**src/rtl/i2s_eng_pkg.sv**
```systemverilog
`timescale 1ns/1ps
package i2s_eng_pkg;
    localparam int SAMPLE_W  = 16;
    localparam int CHANNELS  = 2;
    localparam int WORD_W    = SAMPLE_W * CHANNELS;
    localparam int SLOT_W    = $clog2(WORD_W);
    localparam int HALF_SLOT = WORD_W / 2;

    typedef logic [WORD_W-1:0] word_t;
    typedef logic [SLOT_W-1:0] slot_t;

    localparam slot_t LAST_SLOT  = slot_t'(WORD_W - 1);
    localparam slot_t FIRST_SLOT = slot_t'(0);

    typedef enum logic {
        FMT_I2S = 1'b0,
        FMT_LJ  = 1'b1
    } framing_e;
endpackage

```
**src/rtl/i2s_bclk_unit.sv**
```systemverilog
`timescale 1ns/1ps
module i2s_bclk_unit #(
    parameter int DIV_W       = 8,
    parameter int SYNC_STAGES = 2
) (
    input  logic             clk,
    input  logic             rst_n,
    input  logic             link_en,
    input  logic             drive,
    input  logic [DIV_W-1:0] div,
    input  logic             bclk_in,
    output logic             bclk_q,
    output logic             rise_evt,
    output logic             fall_evt
);
    localparam int CHAIN_W = SYNC_STAGES + 1;

    typedef struct packed {
        logic [DIV_W-1:0]   cnt;
        logic               bclk;
        logic [CHAIN_W-1:0] sync;
    } bclk_state_t;

    localparam bclk_state_t RESET_STATE = '0;

    bclk_state_t st_d, st_q;

    always_comb begin
        st_d     = st_q;
        rise_evt = 1'b0;
        fall_evt = 1'b0;
        st_d.sync = {st_q.sync[CHAIN_W-2:0], bclk_in};
        if (!link_en) begin
            st_d.cnt  = '0;
            st_d.bclk = 1'b0;
        end else if (drive) begin
            if (st_q.cnt == div) begin
                st_d.cnt  = '0;
                st_d.bclk = ~st_q.bclk;
                rise_evt  = ~st_q.bclk;
                fall_evt  = st_q.bclk;
            end else begin
                st_d.cnt = st_q.cnt + DIV_W'(1);
            end
        end else begin
            st_d.cnt  = '0;
            st_d.bclk = 1'b0;
            rise_evt  = st_q.sync[CHAIN_W-2] & ~st_q.sync[CHAIN_W-1];
            fall_evt  = ~st_q.sync[CHAIN_W-2] & st_q.sync[CHAIN_W-1];
        end
    end

    always_ff @(posedge clk or negedge rst_n) begin
        if (!rst_n) st_q <= RESET_STATE;
        else        st_q <= st_d;
    end

    assign bclk_q = st_q.bclk;

    // a generated bit-clock phase ends only when the divider count reaches the code
    p_half_period_r1: assert property (@(posedge clk) disable iff (!rst_n)
        (link_en && drive && $past(link_en && drive) && !$stable(bclk_q))
            |-> ($past(st_q.cnt) == $past(div)));

    // no generated clock in slave mode
    p_slave_quiet_r2: assert property (@(posedge clk) disable iff (!rst_n)
        !drive |=> !bclk_q);

    // idle link parks the bit clock low
    p_idle_low_r9: assert property (@(posedge clk) disable iff (!rst_n)
        !link_en |=> !bclk_q);
endmodule

```
**src/rtl/i2s_framer.sv**
```systemverilog
`timescale 1ns/1ps
module i2s_framer
    import i2s_eng_pkg::*;
(
    input  logic  clk,
    input  logic  rst_n,
    input  logic  link_en,
    input  logic  lj,
    input  logic  fall_evt,
    output slot_t slot_q,
    output logic  started_q,
    output logic  fs_q,
    output logic  frame_start
);
    typedef struct packed {
        slot_t slot;
        logic  started;
        logic  fs;
    } frm_state_t;

    localparam frm_state_t RESET_STATE = '{slot: LAST_SLOT, started: 1'b0, fs: 1'b1};

    frm_state_t st_d, st_q;

    always_comb begin
        st_d        = st_q;
        frame_start = link_en && fall_evt && (st_q.slot == LAST_SLOT);
        if (!link_en) begin
            st_d.slot    = LAST_SLOT;
            st_d.started = 1'b0;
            st_d.fs      = ~lj;
        end else if (fall_evt) begin
            st_d.slot    = st_q.slot + slot_t'(1);
            st_d.started = 1'b1;
            // upper half of slot range carries the right channel
            st_d.fs      = lj ? ~st_d.slot[SLOT_W-1] : st_d.slot[SLOT_W-1];
        end
    end

    always_ff @(posedge clk or negedge rst_n) begin
        if (!rst_n) st_q <= RESET_STATE;
        else        st_q <= st_d;
    end

    assign slot_q    = st_q.slot;
    assign started_q = st_q.started;
    assign fs_q      = st_q.fs;

    // while running, the sync only moves at a channel boundary
    p_fs_boundary_r4: assert property (@(posedge clk) disable iff (!rst_n)
        (link_en && $past(link_en) && $past(started_q) && (lj == $past(lj)) && !$stable(fs_q))
            |-> (slot_q == FIRST_SLOT || slot_q == slot_t'(HALF_SLOT)));

    // the left-channel sync level depends on the framing
    p_left_level_r5: assert property (@(posedge clk) disable iff (!rst_n)
        (link_en && $past(link_en) && $past(fall_evt) && (lj == $past(lj)) && slot_q == FIRST_SLOT)
            |-> (fs_q == lj));

    // a frame starts only from the last slot
    p_frame_wrap_r3: assert property (@(posedge clk) disable iff (!rst_n)
        frame_start |=> (slot_q == FIRST_SLOT));
endmodule

```
**src/rtl/i2s_tx_serializer.sv**
```systemverilog
`timescale 1ns/1ps
module i2s_tx_serializer
    import i2s_eng_pkg::*;
(
    input  logic  clk,
    input  logic  rst_n,
    input  logic  link_en,
    input  logic  lj,
    input  logic  play_off,
    input  logic  fall_evt,
    input  logic  frame_start,
    input  word_t tx_word,
    input  logic  tx_valid,
    output logic  tx_ready,
    output logic  sd_q
);
    typedef struct packed {
        word_t sh;
        logic  sd;
    } tx_state_t;

    localparam tx_state_t RESET_STATE = '0;

    tx_state_t st_d, st_q;
    word_t     next_sh;

    always_comb begin
        st_d     = st_q;
        tx_ready = frame_start && !play_off;
        next_sh  = {st_q.sh[WORD_W-2:0], 1'b0};
        if (frame_start) begin
            // an empty offer at frame start sends silence
            next_sh = (tx_ready && tx_valid) ? tx_word : '0;
        end
        if (!link_en) begin
            st_d.sh = '0;
            st_d.sd = 1'b0;
        end else if (fall_evt) begin
            st_d.sh = next_sh;
            if (play_off)  st_d.sd = 1'b0;
            else if (lj)   st_d.sd = next_sh[WORD_W-1];
            else           st_d.sd = st_q.sh[WORD_W-1];
        end
    end

    always_ff @(posedge clk or negedge rst_n) begin
        if (!rst_n) st_q <= RESET_STATE;
        else        st_q <= st_d;
    end

    assign sd_q = st_q.sd;

    // the data line moves only on a bit-clock fall
    p_sd_on_fall_r6: assert property (@(posedge clk) disable iff (!rst_n)
        (link_en && $past(link_en) && !$stable(sd_q)) |-> $past(fall_evt));

    // no word is taken while playback is off
    p_no_take_r7: assert property (@(posedge clk) disable iff (!rst_n)
        play_off |-> !tx_ready);

    // data line low after a bit slot with playback off
    p_sd_low_r7: assert property (@(posedge clk) disable iff (!rst_n)
        ($past(play_off) && $past(fall_evt)) |-> !sd_q);
endmodule

```
**src/rtl/i2s_rx_deserializer.sv**
```systemverilog
`timescale 1ns/1ps
module i2s_rx_deserializer
    import i2s_eng_pkg::*;
(
    input  logic  clk,
    input  logic  rst_n,
    input  logic  link_en,
    input  logic  lj,
    input  logic  rec_off,
    input  logic  loopback,
    input  logic  started,
    input  slot_t slot,
    input  logic  rise_evt,
    input  logic  sd_in,
    input  logic  sd_loop,
    output word_t rx_word,
    output logic  rx_valid
);
    localparam int CNT_W = SLOT_W + 1;
    localparam logic [CNT_W-1:0] FULL = CNT_W'(WORD_W);

    typedef struct packed {
        word_t            sh;
        logic [CNT_W-1:0] cnt;
        word_t            word;
        logic             valid;
    } rx_state_t;

    localparam rx_state_t RESET_STATE = '0;

    rx_state_t st_d, st_q;
    logic      din;
    logic      word_end;

    always_comb begin
        st_d       = st_q;
        st_d.valid = 1'b0;
        din        = loopback ? sd_loop : sd_in;
        // I2S words close one slot later than left-justified ones
        word_end   = lj ? (slot == LAST_SLOT) : (slot == FIRST_SLOT);
        if (!link_en) begin
            st_d.sh  = '0;
            st_d.cnt = '0;
        end else if (rise_evt && started) begin
            st_d.sh  = {st_q.sh[WORD_W-2:0], din};
            st_d.cnt = (st_q.cnt == FULL) ? FULL : st_q.cnt + CNT_W'(1);
            if (word_end && st_d.cnt == FULL && !rec_off) begin
                st_d.word  = st_d.sh;
                st_d.valid = 1'b1;
            end
        end
    end

    always_ff @(posedge clk or negedge rst_n) begin
        if (!rst_n) st_q <= RESET_STATE;
        else        st_q <= st_d;
    end

    assign rx_word  = st_q.word;
    assign rx_valid = st_q.valid;

    // nothing is delivered while recording is off
    p_rec_off_r8: assert property (@(posedge clk) disable iff (!rst_n)
        $past(rec_off) |-> !rx_valid);

    // one delivery per frame, never back to back
    p_single_pulse_r3: assert property (@(posedge clk) disable iff (!rst_n)
        rx_valid |=> !rx_valid);

    // the delivered word holds between deliveries
    p_word_hold_r3: assert property (@(posedge clk) disable iff (!rst_n)
        !rx_valid |-> $stable(rx_word));
endmodule

```
**src/rtl/i2s_serial_engine.sv**
```systemverilog
`timescale 1ns/1ps
module i2s_serial_engine
    import i2s_eng_pkg::*;
#(
    parameter int DIV_W       = 8,
    parameter int SYNC_STAGES = 2
) (
    input  logic             clk,
    input  logic             rst_n,
    input  logic             cfg_framing,
    input  logic             cfg_drive_bclk,
    input  logic             cfg_play_off,
    input  logic             cfg_rec_off,
    input  logic             cfg_loopback,
    input  logic [DIV_W-1:0] cfg_div,
    input  logic [31:0]      tx_word,
    input  logic             tx_valid,
    output logic             tx_ready,
    output logic [31:0]      rx_word,
    output logic             rx_valid,
    input  logic             bclk_in,
    output logic             bclk_out,
    output logic             bclk_oe,
    output logic             fs_out,
    input  logic             sd_in,
    output logic             sd_out
);
    framing_e fmt;
    logic     lj;
    logic     link_en;
    logic     rise_evt, fall_evt;
    logic     bclk_q;
    slot_t    slot_q;
    logic     started_q;
    logic     frame_start;
    logic     sd_q;

    assign fmt     = framing_e'(cfg_framing);
    assign lj      = (fmt == FMT_LJ);
    assign link_en = !(cfg_play_off && cfg_rec_off);

    i2s_bclk_unit #(.DIV_W(DIV_W), .SYNC_STAGES(SYNC_STAGES)) u_bclk (
        .clk      (clk),
        .rst_n    (rst_n),
        .link_en  (link_en),
        .drive    (cfg_drive_bclk),
        .div      (cfg_div),
        .bclk_in  (bclk_in),
        .bclk_q   (bclk_q),
        .rise_evt (rise_evt),
        .fall_evt (fall_evt)
    );

    i2s_framer u_framer (
        .clk         (clk),
        .rst_n       (rst_n),
        .link_en     (link_en),
        .lj          (lj),
        .fall_evt    (fall_evt),
        .slot_q      (slot_q),
        .started_q   (started_q),
        .fs_q        (fs_out),
        .frame_start (frame_start)
    );

    i2s_tx_serializer u_tx (
        .clk         (clk),
        .rst_n       (rst_n),
        .link_en     (link_en),
        .lj          (lj),
        .play_off    (cfg_play_off),
        .fall_evt    (fall_evt),
        .frame_start (frame_start),
        .tx_word     (tx_word),
        .tx_valid    (tx_valid),
        .tx_ready    (tx_ready),
        .sd_q        (sd_q)
    );

    i2s_rx_deserializer u_rx (
        .clk      (clk),
        .rst_n    (rst_n),
        .link_en  (link_en),
        .lj       (lj),
        .rec_off  (cfg_rec_off),
        .loopback (cfg_loopback),
        .started  (started_q),
        .slot     (slot_q),
        .rise_evt (rise_evt),
        .sd_in    (sd_in),
        .sd_loop  (sd_q),
        .rx_word  (rx_word),
        .rx_valid (rx_valid)
    );

    assign bclk_out = bclk_q;
    assign bclk_oe  = cfg_drive_bclk;
    assign sd_out   = sd_q;

    // a bit-clock event is either a rise or a fall, never both
    p_edge_excl_r6: assert property (@(posedge clk) disable iff (!rst_n)
        $onehot0({rise_evt, fall_evt}));

    // an idle link keeps the data line low
    p_idle_sd_r9: assert property (@(posedge clk) disable iff (!rst_n)
        !link_en |=> !sd_out);
endmodule

```
**config.mk**
```make
export PLATFORM = sky130hd
export DESIGN_NAME = i2s_serial_engine
export DESIGN_NICKNAME = d
export VERILOG_FILES = /design/src/rtl/i2s_eng_pkg.sv /design/src/rtl/i2s_bclk_unit.sv /design/src/rtl/i2s_framer.sv /design/src/rtl/i2s_tx_serializer.sv /design/src/rtl/i2s_rx_deserializer.sv /design/src/rtl/i2s_serial_engine.sv
export SDC_FILE = /design/constraint.sdc
export NUM_CORES = 1
export LEC_CHECK = 0
export ABC_AREA = 1
export BUFFER_PORTS_ARGS = -buffer_cell sky130_fd_sc_hd__buf_2
export CAP_MARGIN = 20
export CORE_MARGIN = 10
export CORE_UTILIZATION = 53
export CTS_BUF_LIST = sky130_fd_sc_hd__clkbuf_8
export DETAILED_ROUTE_END_ITERATION = 8
export HOLD_SLACK_MARGIN = 0.02
export PLACE_DENSITY = 0.78
export SYNTH_ARGS = -nofsm -noshare
export SYNTH_HDL_FRONTEND = slang
export SYNTH_HIERARCHICAL = 1
export SYNTH_SLANG_ARGS = --single-unit
```
**constraint.sdc**
```tcl
create_clock -name clk -period 2.25 [get_ports clk]
set_clock_uncertainty 0.15 [all_clocks]
set_input_delay 0.3375 -clock clk [delete_from_list [all_inputs] [get_ports clk]]
set_output_delay 0.3375 -clock clk [all_outputs]
set_load 0.1 [all_outputs]
```
* Word-level counts from Yosys, hierarchy flattened
Index checks and enable logic that the tools add are counted.
Cells by class: reduce and logical (&&, ||, !) cells 15, eq/ne operators 5, bitwise gates (word level) 8, mux-type cells 26, add/subtract/negate cells 3
Operators with widths (count):
- $mux 33 | 3
- $mux 70 | 1
- $mux 32 | 2
- $mux 37 | 1
- $mux 9 | 2
- $mux 7 | 2
- $mux 1 | 13
- $eq 6x6->1 const B | 2
- $add 8x1->8 const B | 1
- $eq 8x8->1 | 1
- $logic_and 1x1->1 | 8
- $mux 8 | 1
- $add 6x1->6 const B | 1
- $mux 6 | 1
- $not 1->1 | 6
- $add 5x1->5 const B | 1
- $eq 5x5->1 const B | 1
- $logic_not 5->1 | 1
- $reduce_bool 2->1 | 2
- $logic_not 1->1 | 3
- $ne 3x1->1 const B | 1
- $reduce_and 3->1 | 1
- $and 1x1->1 | 2
Storage, ports and cells: output and inout bits 38, word-level logic and storage cells 69, register bits 122, input bits 50

* Longest topological paths before layout
Gate-level depths: netlist of the first run.
word-level depth 14, gate-level depth with buffers 15, depth with buffers taken out 14

* Cells and area by module
Netlist of the first run, hierarchy kept.
Modules (own cells, without submodules):
- i2s_rx_deserializer | seq. area each 1751.7 um^2, instances 1, cells each 339, area each 3161.8 um^2
- i2s_tx_serializer | seq. area each 825.8 um^2, instances 1, cells each 179, area each 1486.4 um^2
- i2s_bclk_unit | seq. area each 300.3 um^2, instances 1, cells each 91, area each 693.2 um^2
- i2s_framer | seq. area each 182.7 um^2, instances 1, cells each 43, area each 357.8 um^2
- i2s_serial_engine | seq. area each 0.0 um^2, instances 1, cells each 2, area each 11.3 um^2

* Worst setup path before layout of the first run
No wires, ideal clock.
kind flip-flop to output port, start point reg u_bclk.st_q (netlist bit u_bclk/bclk_q), end point out tx_ready, stages on the path, launching flop included 7, path buffers 0, path slack -1467 ps, arrival time 3230 ps, cell sequence dfrtp_1 o211ai_1 a21oi_1 nand2_2 nor2_1 inv_1 nor2_1
Between the ends: cells in the longest elaborated chain, start to end 6
RTL lines:
- start, declared | RTL line i2s_bclk_unit.sv:26 | bclk_state_t st_d, st_q;
- start signal, assigned | RTL line i2s_bclk_unit.sv:55 | else st_q <= st_d;
- $mux 1 | RTL line i2s_bclk_unit.sv:37 | if (st_q.cnt == div) begin
- $mux 1 | RTL line i2s_bclk_unit.sv:36 | end else if (drive) begin
- $mux 1 | RTL line i2s_bclk_unit.sv:33 | if (!link_en) begin
- named net fall_evt | RTL line i2s_serial_engine.sv:31 | logic rise_evt, fall_evt;
- $logic_and 1x1->1 (2 in series) | RTL line i2s_framer.sv:27 | frame_start = link_en && fall_evt && (st_q.slot == LAST_SLOT);
- named net frame_start | RTL line i2s_serial_engine.sv:35 | logic frame_start;
- $logic_and 1x1->1 | RTL line i2s_tx_serializer.sv:29 | tx_ready = frame_start && !play_off;
- end, declared | RTL line i2s_serial_engine.sv:18 | output logic tx_ready,
The timed path passes the listed nets, and every way through them passes these cells.

* Final worst setup path of the first run
start point reg u_bclk/st_q[8] in the netlist's numbering, end point out tx_ready
Between the ends: cells in the longest elaborated chain, start to end 7
RTL lines (RTL line):
- $eq 8x8->1 | i2s_bclk_unit.sv:37
- $mux 1 | i2s_bclk_unit.sv:37
- $mux 1 | i2s_bclk_unit.sv:36
- $mux 1 | i2s_bclk_unit.sv:33
- named net fall_evt | i2s_serial_engine.sv:31
- $logic_and 1x1->1 (2 in series) | i2s_framer.sv:27
- named net frame_start | i2s_serial_engine.sv:35
- $logic_and 1x1->1 | i2s_tx_serializer.sv:29
The timed path passes the listed nets, and every way through them passes these cells.

==> results.py, run 1 <==
metrics = {
    "routing": {
        "first_pass_iters": 5,
        "vias": 4743,
        "antenna_left": 0,
        "drt_iter0_drc": 347,
        "drc": 0,
        "viasPerCell": 5.14,
        "wl_per_cell_um": 15.2,
        "routed_wl_um": 14000,
    },
    "timing": {
        "max_freq_mhz": 402,
        "worst_pin_slew_ns": 0.502,
        "rsz0062_at_grt": "yes",
        "setup_ws_ns": -0.235,
        "finalCriticalPeriod_ns": 2.49,
        "setup_viol": 20,
        "final-max-slew-violation-count": 0,
        "period_share_pct": 110,
        "hold_viol_final": 0,
        "slew-limit-headroom_pct": 66.8,
    },
    "final_layout": {
        "stdcell_count": 923,
        "area_growth_pct": 26.8,
        "layout_common_cells": "nand2_1 (214), dfrtp_1 (115), buf_2 (85), nand3_1 (67), inv_1 (63)",
        "nFillCells": 773,
        "seq_area_um2": 3060,
        "nNetsFinal": 828,
        "mostFrequentLayoutCell": "nand2_1",
        "utilization_pct": 69.5,
        "multiInputGateArea_um2": 2090,
        "drive_gt1_share_pct": 26.2,
    },
    "clock_network": {
        "cts.clk_slew.worst_paths_ns": 0.07,
        "cts_made_buffers": 17,
        "clk_latency_ns": 0.41,
        "clockBufferDepth": 2,
        "cts.sinks": 122,
        "cts-root-buf": "clkbuf_8",
        "cts_tree": "built",
        "htree_num_levels": 4,
    },
    "global_routing": {
        "antenna_found_initial": 0,
        "grt_pass1_wl_um": 21300,
        "grt_max_degree": 49,
        "grt-ovfl-total": 0,
        "track_usage_pct": 17.4,
        "grt_pass1_vias": 4594,
    },
    "floorplan": {
        "design.core.area_um2": 10400,
        "ios": 88,
        "die_x_um": 124,
        "fp-row-count": 37,
        "die_height_um": 124,
        "die-area_um2": 15300,
        "start_util_pct": 54.8,
    },
    "flow_run": {
        "maxCapViolCount": 0,
    },
    "outcome": {
        "status": "finished, violations left",
        "violations": "negative setup slack",
    },
    "pwr": {
        "peakVddDrop_uv": 857,
        "powerDensity_nw_per_um2": 694,
        "p_leak_nw": 3.78,
    },
    "placed_design": {
        "dp_hpwl_um": 8600,
        "io_buffer_count": 87,
        "dp_cells": 842,
        "gp_congestion": 0.855,
    },
    "yosys": {
        "syn_avg_cell_area_um2": 8.73,
        "synth-seq-cells": 122,
        "synth_cell_types": 35,
        "netlist_area_um2": 5710,
        "ys.warnings.count": 6,
        "synthCells": 654,
        "yosysSeqAreaShare_pct": 53.6,
        "syn-num-nets": 709,
    },
    "setup_path": {
        "reg2reg_depth": 15,
        "cp-start-kind": "flop",
        "cp_top_family": "simple AND/OR/NAND/NOR gates",
        "critical_path_buf_inv_count": 3,
        "slowest_stage": "dfrtp_1",
        "critical_path.max_stage_delay_ns": 0.41,
        "path_cells": "inv_2 > nand2_1 > nand2_1 > nand2_1 > nor2_2 > nand2_2 > a21oi_4 > nand2_2 > nor2_4 > inv_2 > nor2_4 > buf_12",
        "arrival_ns": 2.00,
        "end_kind": "output port",
        "cp.depth": 12,
        "path_max_fanout": 3,
        "required_ns": 1.76,
        "cpMostUsedCell": "nand2_1",
        "critical_path_class": "flop to output port",
    },
    "min_path": {
        "holdCritPathClass": "input port to flop",
        "hold_depth": 4,
    },
}
## cell usage after synthesis (all sizes together)
library cell / count / area (µm²)
a21oi: 1 / 5.00
a22oi: 7 / 52.6
buf: 54 / 417
clkbuf: 5 / 18.8
dfrtp: 116 / 2900
dfstp: 6 / 158
ha: 5 / 62.6
inv: 69 / 259
nand2: 224 / 863
nand3: 73 / 375
nand3b: 1 / 7.51
nand4: 4 / 25.0
nor2: 29 / 136
nor3: 3 / 31.3
o211ai: 1 / 7.51
o21ai: 9 / 48.8
o22a: 2 / 17.5
o22ai: 35 / 219
or2: 1 / 6.26
xnor2: 4 / 35.0
xor2: 5 / 62.6
## cell families after synthesis
group,synth area share [%]
XOR/XNOR,1.71
AO/OA/AOI/OAI,6.13
flip-flops,53.6
AND/OR/NAND/NOR,25.3
buffers and inverters,12.2
adder cells (fa/ha/maj),1.10
## per-stage QoR
| step | cell area (µm²) | TNS [ns] | power (mW) | setup WS (ns) | hold slack (ns) |
|---|---|---|---|---|---|
| after floorplan | 5750 | -0.130 | 2.66 | -0.130 | -0.108 |
| after global placement | 6160 | -0.306 | 2.85 | -0.0453 | 0.170 |
| after detailed placement | 6180 | -1.39 | 2.88 | -0.0680 | 0.173 |
| after CTS | 7030 | -0.229 | 5.05 | -0.229 | 0.104 |
| after global routing | 7230 | -6.18 | 5.25 | -0.387 | 0.151 |
| final | 7240 | -0.705 | 5.03 | -0.235 | 0.132 |
## registers in the layout, summed over array words and instances (netlist names)
register,count
u_framer/fs_q,1
u_tx/st_q,32
u_rx/rx_valid,1
u_rx/rx_word,32
u_tx/sd_q,1
u_bclk/st_q,9
u_bclk/bclk_q,1
u_framer/started_q,1
u_framer/slot_q,5
u_bclk/st_d,2
u_rx/st_q,37
## routing by layer
layer / vias up / wire (µm) / global-route usage, %
met2: 159 / 7050 / 28.6
met5: - / 0 / 0
met4: 0 / 361 / 7.50
li1: 2296 / - / -
met3: 33 / 883 / 4.71
met1: 2255 / 5700 / 21.0
## worst min-delay path, stage by stage
cell	delay (ns)
buf_2	0.14
nand3_1	0.08
nand2_1	0.05
nand2_1	0.05
## final timing paths
path,start,endpoint,slack (ns)
max,u_bclk/st_q[8]$_DFF_PN0_,tx_ready,-0.24
min,cfg_framing,u_tx/sd_q$_DFFE_PN0P_,0.13
max reg2reg,u_bclk/st_q[8]$_DFF_PN0_,u_tx/st_q[31]$_DFFE_PN0P_,-0.04
min reg2reg,u_bclk/st_d[1]$_DFF_PN0_,u_bclk/st_d[2]$_DFF_PN0_,0.21
max in group asynchronous,rst_n,u_framer/fs_q$_DFFE_PN1P_,0.94
min in group asynchronous,rst_n,u_rx/rx_word[8]$_DFFE_PN0P_,0.27
## area by class of cell
type | count | share of cell area (%)
flip-flops and latches | 122 | 42.3
multi-input cells | 406 | 28.9
repair buffers | 157 | 16.9
inverters | 69 | 3.58
clock buffers | 18 | 3.42
clock inverters | 13 | 2.45
well taps | 136 | 2.35
diodes | 2 | 0.0691
## repair_timing
action | in CTS | in global routing
hold buffers | 33 | 0
cloned | 0 | 6
endpoints found under the setup margin | 33 | 65
pin swaps | 10 | 9
setup buffers | 8 | 3
gates resized for setup | 8 | 18
endpoints found under the hold margin | 64 | 0
## where the power goes
part | total (mW) | switching (mW) | internal (mW)
logic | 0.633 | 0.381 | 0.251
registers | 2.31 | 0.0442 | 2.27
clock network | 2.08 | 0.860 | 1.22
total | 5.03 | 1.29 | 3.74
No activity file was read; power rests on OpenSTA's default activity.
==> run 2, diff against run 1 <==
Settings changed: REMOVE_ABC_BUFFERS from default to 1.
==> results.py, run 2 (same netlist as run 1, synthesis figures left out) <==
metrics = {
    "global_routing": {
        "antenna_found_initial": 0,
        "grt_pass1_wl_um": 23500,
        "grt-ovfl-total": 0,
        "grt_max_degree": 123,
        "track_usage_pct": 18.9,
        "grt_pass1_vias": 4984,
    },
    "setup_path": {
        "reg2reg_depth": 19,
        "critical_path_class": "flop to output port",
        "cpMostUsedCell": "nand2_2",
        "required_ns": 1.76,
        "critical_path.max_stage_delay_ns": 0.40,
        "end_kind": "output port",
        "cp-start-kind": "flop",
        "cp_top_family": "simple AND/OR/NAND/NOR gates",
        "rr_endpoint": "u_tx/st_q[8]$_DFFE_PN0P_",
        "arrival_ns": 2.05,
        "path_max_fanout": 3,
        "critical_path_buf_inv_count": 4,
        "timing.rr.start": "u_bclk/st_q[9]$_DFF_PN0_",
        "rrSetupSlack_ns": -0.18,
        "slowest_stage": "dfrtp_1",
        "cp.depth": 13,
        "path_cells": "inv_1 > nand2_2 > nand2_2 > nand2_2 > nor2_4 > nand2_2 > a21oi_2 > buf_4 > nand2_4 > nor2_4 > inv_2 > nor2_4 > buf_12",
    },
    "outcome": {
        "violations": "negative setup slack",
        "status": "finished, violations left",
    },
    "routing": {
        "vias": 4887,
        "viasPerCell": 5.21,
        "first_pass_iters": 6,
        "antenna_left": 0,
        "wl_per_cell_um": 15.5,
        "drt_iter0_drc": 403,
        "drc": 0,
        "routed_wl_um": 14600,
    },
    "placed_design": {
        "dp_slack_ns": -0.524,
        "io_buffer_count": 87,
        "gp_congestion": 0.826,
        "dp_hpwl_um": 8390,
        "dp_cells": 853,
        "post_dp_cell_area_um2": 6210,
    },
    "timing": {
        "max_freq_mhz": 394,
        "hold_viol_final": 0,
        "final-max-slew-violation-count": 0,
        "finalCriticalPeriod_ns": 2.54,
        "worst_pin_slew_ns": 0.667,
        "setup_ws_ns": -0.290,
        "whs_ns": 0.140,
        "setup_viol": 32,
        "rsz0062_at_grt": "yes",
        "period_share_pct": 113,
        "tns_ns": -4.95,
        "slew-limit-headroom_pct": 55.5,
    },
    "clock_network": {
        "cts_made_buffers": 17,
        "clockBufferDepth": 2,
        "cts_tree": "built",
        "clk_latency_ns": 0.42,
        "cts-root-buf": "clkbuf_8",
        "htree_num_levels": 4,
        "cts.clk_slew.worst_paths_ns": 0.07,
        "cts.sinks": 122,
    },
    "floorplan": {
        "design.core.area_um2": 10400,
        "die_x_um": 124,
        "die-area_um2": 15300,
        "ios": 88,
        "die_height_um": 124,
        "fp-row-count": 37,
        "start_util_pct": 54.8,
    },
    "pwr": {
        "peakVddDrop_uv": 553,
        "powerDensity_nw_per_um2": 642,
        "power_mw": 4.72,
        "p_sw_share_pct": 27.8,
        "seqPwrFrac_pct": 48.7,
        "p_leak_nw": 3.83,
        "power_frac_comb_pct": 13.3,
        "switching_power_mw": 1.31,
        "p_int_mw": 3.41,
        "share_clk_of_total_power_pct": 38.0,
    },
    "final_layout": {
        "area_growth_pct": 28.8,
        "stdcell_count": 938,
        "antenna_cells": 0,
        "fin_area_um2": 7350,
        "largest_reg_flops": 37,
        "drive_gt1_share_pct": 29.3,
        "regMostFlops": "u_rx/st_q",
        "mostFrequentLayoutCell": "nand2_1",
        "nNetsFinal": 845,
        "utilization_pct": 70.6,
        "layout_common_cells": "nand2_1 (198), dfrtp_1 (116), buf_2 (85), nand3_1 (67), inv_1 (64)",
    },
    "min_path": {
        "holdCritPathClass": "input port to flop",
        "hold_depth": 5,
        "hold_end": "u_framer/fs_q$_DFFE_PN1P_",
        "hp-start": "cfg_framing",
    },
    "flow_run": {
        "maxCapViolCount": 0,
    },
}
run 2: cell types whose count changed in the layout (fill, tap and decap cells not counted), moves of 3 or more:
cell,delta
nand2_2,+13
nor2_2,-3
buf_4,+15
nor2_4,+3
clkinvlp_4,+3
bufinv_16,-3
nand2_1,-16
clkbuf_16,-3
buf_6,+3
run 2: area by class of cell:
| type | count | area, µm² |
|---|---|---|
| clock buffer | 18 | 248 |
| clock inverter | 13 | 123 |
| fill | 753 | 3060 |
| inverter | 69 | 259 |
| multi-input combinational | 408 | 2180 |
| sequential | 122 | 3060 |
| tap | 136 | 170 |
| timing repair buffer | 172 | 1310 |
run 2: how the worst max path moves through the flow:
| stage | startpoint | to | slack, ns |
|---|---|---|---|
| 5_1_grt | u_bclk/st_q[9]$_DFF_PN0_ | tx_ready | -0.42 |
| 6_report | u_bclk/st_q[9]$_DFF_PN0_ | tx_ready | -0.29 |
| 3_5_place_dp | cfg_div[5] | u_tx/st_q[22]$_DFFE_PN0P_ | -0.52 |
| 3_3_place_gp | cfg_div[5] | u_tx/st_q[8]$_DFFE_PN0P_ | -0.32 |
| 4_1_cts | u_bclk/st_q[10]$_DFF_PN0_ | tx_ready | -0.38 |
| 2_1_floorplan | u_bclk/bclk_q$_DFFE_PN0P_ | tx_ready | -1.47 |
run 2: worst register-to-register path, stage by stage (launching register included):
cell	delay, ns
dfrtp_1	0.40
inv_1	0.07
nand2_2	0.06
nand2_2	0.07
nand2_2	0.08
nor2_4	0.14
nand2_2	0.08
a21oi_2	0.12
buf_4	0.13
nand2_4	0.06
nor2_4	0.09
buf_4	0.11
buf_6	0.11
buf_6	0.10
nand3_4	0.07
nor2_4	0.12
buf_6	0.14
buf_12	0.13
nand2_1	0.07
nand3_1	0.08
run 2: what timing repair did:
action	4_1_cts	5_1_grt
hold endpoints to repair	148	0
setup endpoints to repair	67	67
hold buffers	33	0
buffers inserted	10	6
cloned	4	3
pin swaps	10	11
resized for setup	23	37
run 2: power groups by stage:
stage | combinational (mW) | clock, mW | sequential [mW]
3_5_place_dp | 0.527 | 0 | 2.34
5_1_grt | 0.697 | 1.94 | 2.31
4_1_cts | 0.607 | 1.83 | 2.30
6_report | 0.627 | 1.79 | 2.30
2_1_floorplan | 0.225 | 0 | 2.41
3_3_place_gp | 0.501 | 0 | 2.34
run 2: routing by layer:
metal / track usage [%] / part of all wire [%] / vias to the layer above
met5: 0 / 0 / -
met4: 5.24 / 1.7 / 0
met3: 5.93 / 8.4 / 30
met2: 32.9 / 51 / 214
met1: 21.9 / 39 / 2303
li1: - / - / 2340
==> run 3, diff against run 2 <==
Settings changed: CAP_MARGIN 20 to default, TNS_END_PERCENT from default to 5.
==> results.py, run 3 (same netlist as run 1, synthesis figures left out) <==
metrics = {
    "outcome": {
        "status": "finished, violations left",
        "violations": "negative setup slack",
    },
    "min_path": {
        "holdCritPathClass": "input port to flop",
        "hold_depth": 5,
        "hold_end": "u_framer/fs_q$_DFFE_PN1P_",
        "hp-start": "cfg_framing",
    },
    "timing": {
        "period_share_pct": 117,
        "rsz0062_at_grt": "yes",
        "max_freq_mhz": 381,
        "setup_ws_ns": -0.377,
        "finalCriticalPeriod_ns": 2.63,
        "hold_viol_final": 0,
        "slew-limit-headroom_pct": 56.1,
        "worst_pin_slew_ns": 0.659,
        "final-max-slew-violation-count": 0,
        "tns_ns": -8.97,
        "setup_viol": 34,
    },
    "setup_path": {
        "arrival_ns": 2.14,
        "timing.rr.start": "u_bclk/st_q[9]$_DFF_PN0_",
        "end_kind": "output port",
        "cp-start-kind": "flop",
        "required_ns": 1.76,
        "rrSetupSlack_ns": -0.33,
        "rr_endpoint": "u_tx/st_q[13]$_DFFE_PN0P_",
        "path_max_fanout": 3,
        "critical_path_class": "flop to output port",
        "reg2reg_depth": 18,
    },
    "global_routing": {
        "track_usage_pct": 18.3,
        "grt_pass1_vias": 4897,
        "antenna_found_initial": 0,
        "grt_max_degree": 123,
        "grt-ovfl-total": 0,
        "grt_pass1_wl_um": 22800,
    },
    "floorplan": {
        "start_util_pct": 54.8,
        "ios": 88,
        "die-area_um2": 15300,
        "die_height_um": 124,
        "fp-row-count": 37,
        "design.core.area_um2": 10400,
        "die_x_um": 124,
    },
    "routing": {
        "vias": 4833,
        "antenna_left": 0,
        "drc": 0,
        "wl_per_cell_um": 15.3,
        "first_pass_iters": 6,
        "routed_wl_um": 14200,
        "drt_iter0_drc": 452,
        "viasPerCell": 5.20,
    },
    "placed_design": {
        "dp_slack_ns": -0.520,
        "gp_congestion": 0.826,
        "io_buffer_count": 87,
        "dp_hpwl_um": 8350,
        "post_dp_cell_area_um2": 6180,
    },
    "clock_network": {
        "cts_made_buffers": 17,
        "cts-root-buf": "clkbuf_8",
        "cts.sinks": 122,
        "cts.clk_slew.worst_paths_ns": 0.08,
        "htree_num_levels": 4,
        "clockBufferDepth": 2,
        "clk_latency_ns": 0.42,
        "cts_tree": "built",
    },
    "final_layout": {
        "layout_common_cells": "nand2_1 (207), dfrtp_1 (116), buf_2 (85), inv_1 (67), nand3_1 (64)",
        "largest_reg_flops": 37,
        "antenna_cells": 0,
        "nNetsFinal": 835,
        "area_growth_pct": 25.5,
        "fin_area_um2": 7170,
        "regMostFlops": "u_rx/st_q",
        "nFillCells": 792,
        "drive_gt1_share_pct": 27.1,
        "mostFrequentLayoutCell": "nand2_1",
    },
    "pwr": {
        "power_mw": 4.85,
        "powerDensity_nw_per_um2": 676,
        "peakVddDrop_uv": 464,
        "p_leak_nw": 3.79,
    },
    "flow_run": {
        "maxCapViolCount": 0,
    },
}
[run 3: cell types whose count changed in the layout (fill, tap and decap cells not counted), sizes merged]
cell      change
nor2          +1
clkbuf        +2
nand2         -3
buf          -10
inv           +1
bufinv        +1
clkinvlp      -1
[run 3: worst max-delay path by stage]
stage                                    startpoint                   endpoint  slack [ns]  cells after the start
after floorplan           u_bclk/bclk_q$_DFFE_PN0P_                   tx_ready       -1.47                      6
after global placement                   cfg_div[5]   u_tx/st_q[8]$_DFFE_PN0P_       -0.32                     13
after detailed placement                 cfg_div[5]  u_tx/st_q[11]$_DFFE_PN0P_       -0.52                     13
after CTS                 u_bclk/st_q[10]$_DFF_PN0_                   tx_ready       -0.39                     11
after global routing       u_bclk/st_q[9]$_DFF_PN0_                   tx_ready       -0.54                     13
final                      u_bclk/st_q[9]$_DFF_PN0_                   tx_ready       -0.38                     13
[run 3: per-layer routing]
metal / up-vias / track usage [%] / share of wire, %
li1: 2317 / - / -
met1: 2304 / 21.5 / 40
met2: 183 / 31.1 / 51
met3: 29 / 6.06 / 7.5
met4: 0 / 6.04 / 1.8
met5: - / 0 / 0
[run 3: worst max-delay path: stages (launching register included)]
cell and delay, ns:
dfrtp_1 0.41, inv_1 0.08, nand2_2 0.06, nand2_2 0.08, nand2_2 0.08, nor2_4 0.14
nand2_2 0.08, a21oi_2 0.13, buf_4 0.14, nand2_4 0.06, nor2_4 0.12, inv_2 0.07
nor2_4 0.11, buf_12 0.18
[run 3: what timing repair did]
action,4_1_cts,5_1_grt
setup endpoints to repair,67,69
gates resized for setup,16,20
setup buffers,6,2
pin swaps,16,7
hold buffers,33,0
gates cloned,2,2
endpoints found under the hold margin,148,0
[run 3: metrics by stage]
step,utilization (%),hold WS (ns),std cells
2_1_floorplan,-,-0.108,595
3_3_place_gp,59.3,0.187,852
3_5_place_dp,59.3,0.194,852
4_1_cts,67.5,0.118,925
5_1_grt,68.8,0.131,929
6_report,68.8,0.147,929
[run 3: layout make-up]
| cell class | count | area, µm² | area share, % |
|---|---|---|---|
| timing repair buffer | 164 | 1180 | 16.4 |
| multi-input combinational | 406 | 2110 | 29.4 |
| sequential | 122 | 3060 | 42.7 |
| tap | 136 | 170 | 2.37 |
| clock inverter | 14 | 149 | 2.08 |
| clock buffer | 18 | 248 | 3.46 |
| inverter | 69 | 259 | 3.61 |
[run 3: power breakdown]
group | switching [mW] | total (mW) | internal (mW)
sequential | 0.0359 | 2.30 | 2.26
combinational | 0.385 | 0.619 | 0.234
clock | 0.912 | 1.93 | 1.02
total | 1.33 | 4.85 | 3.51
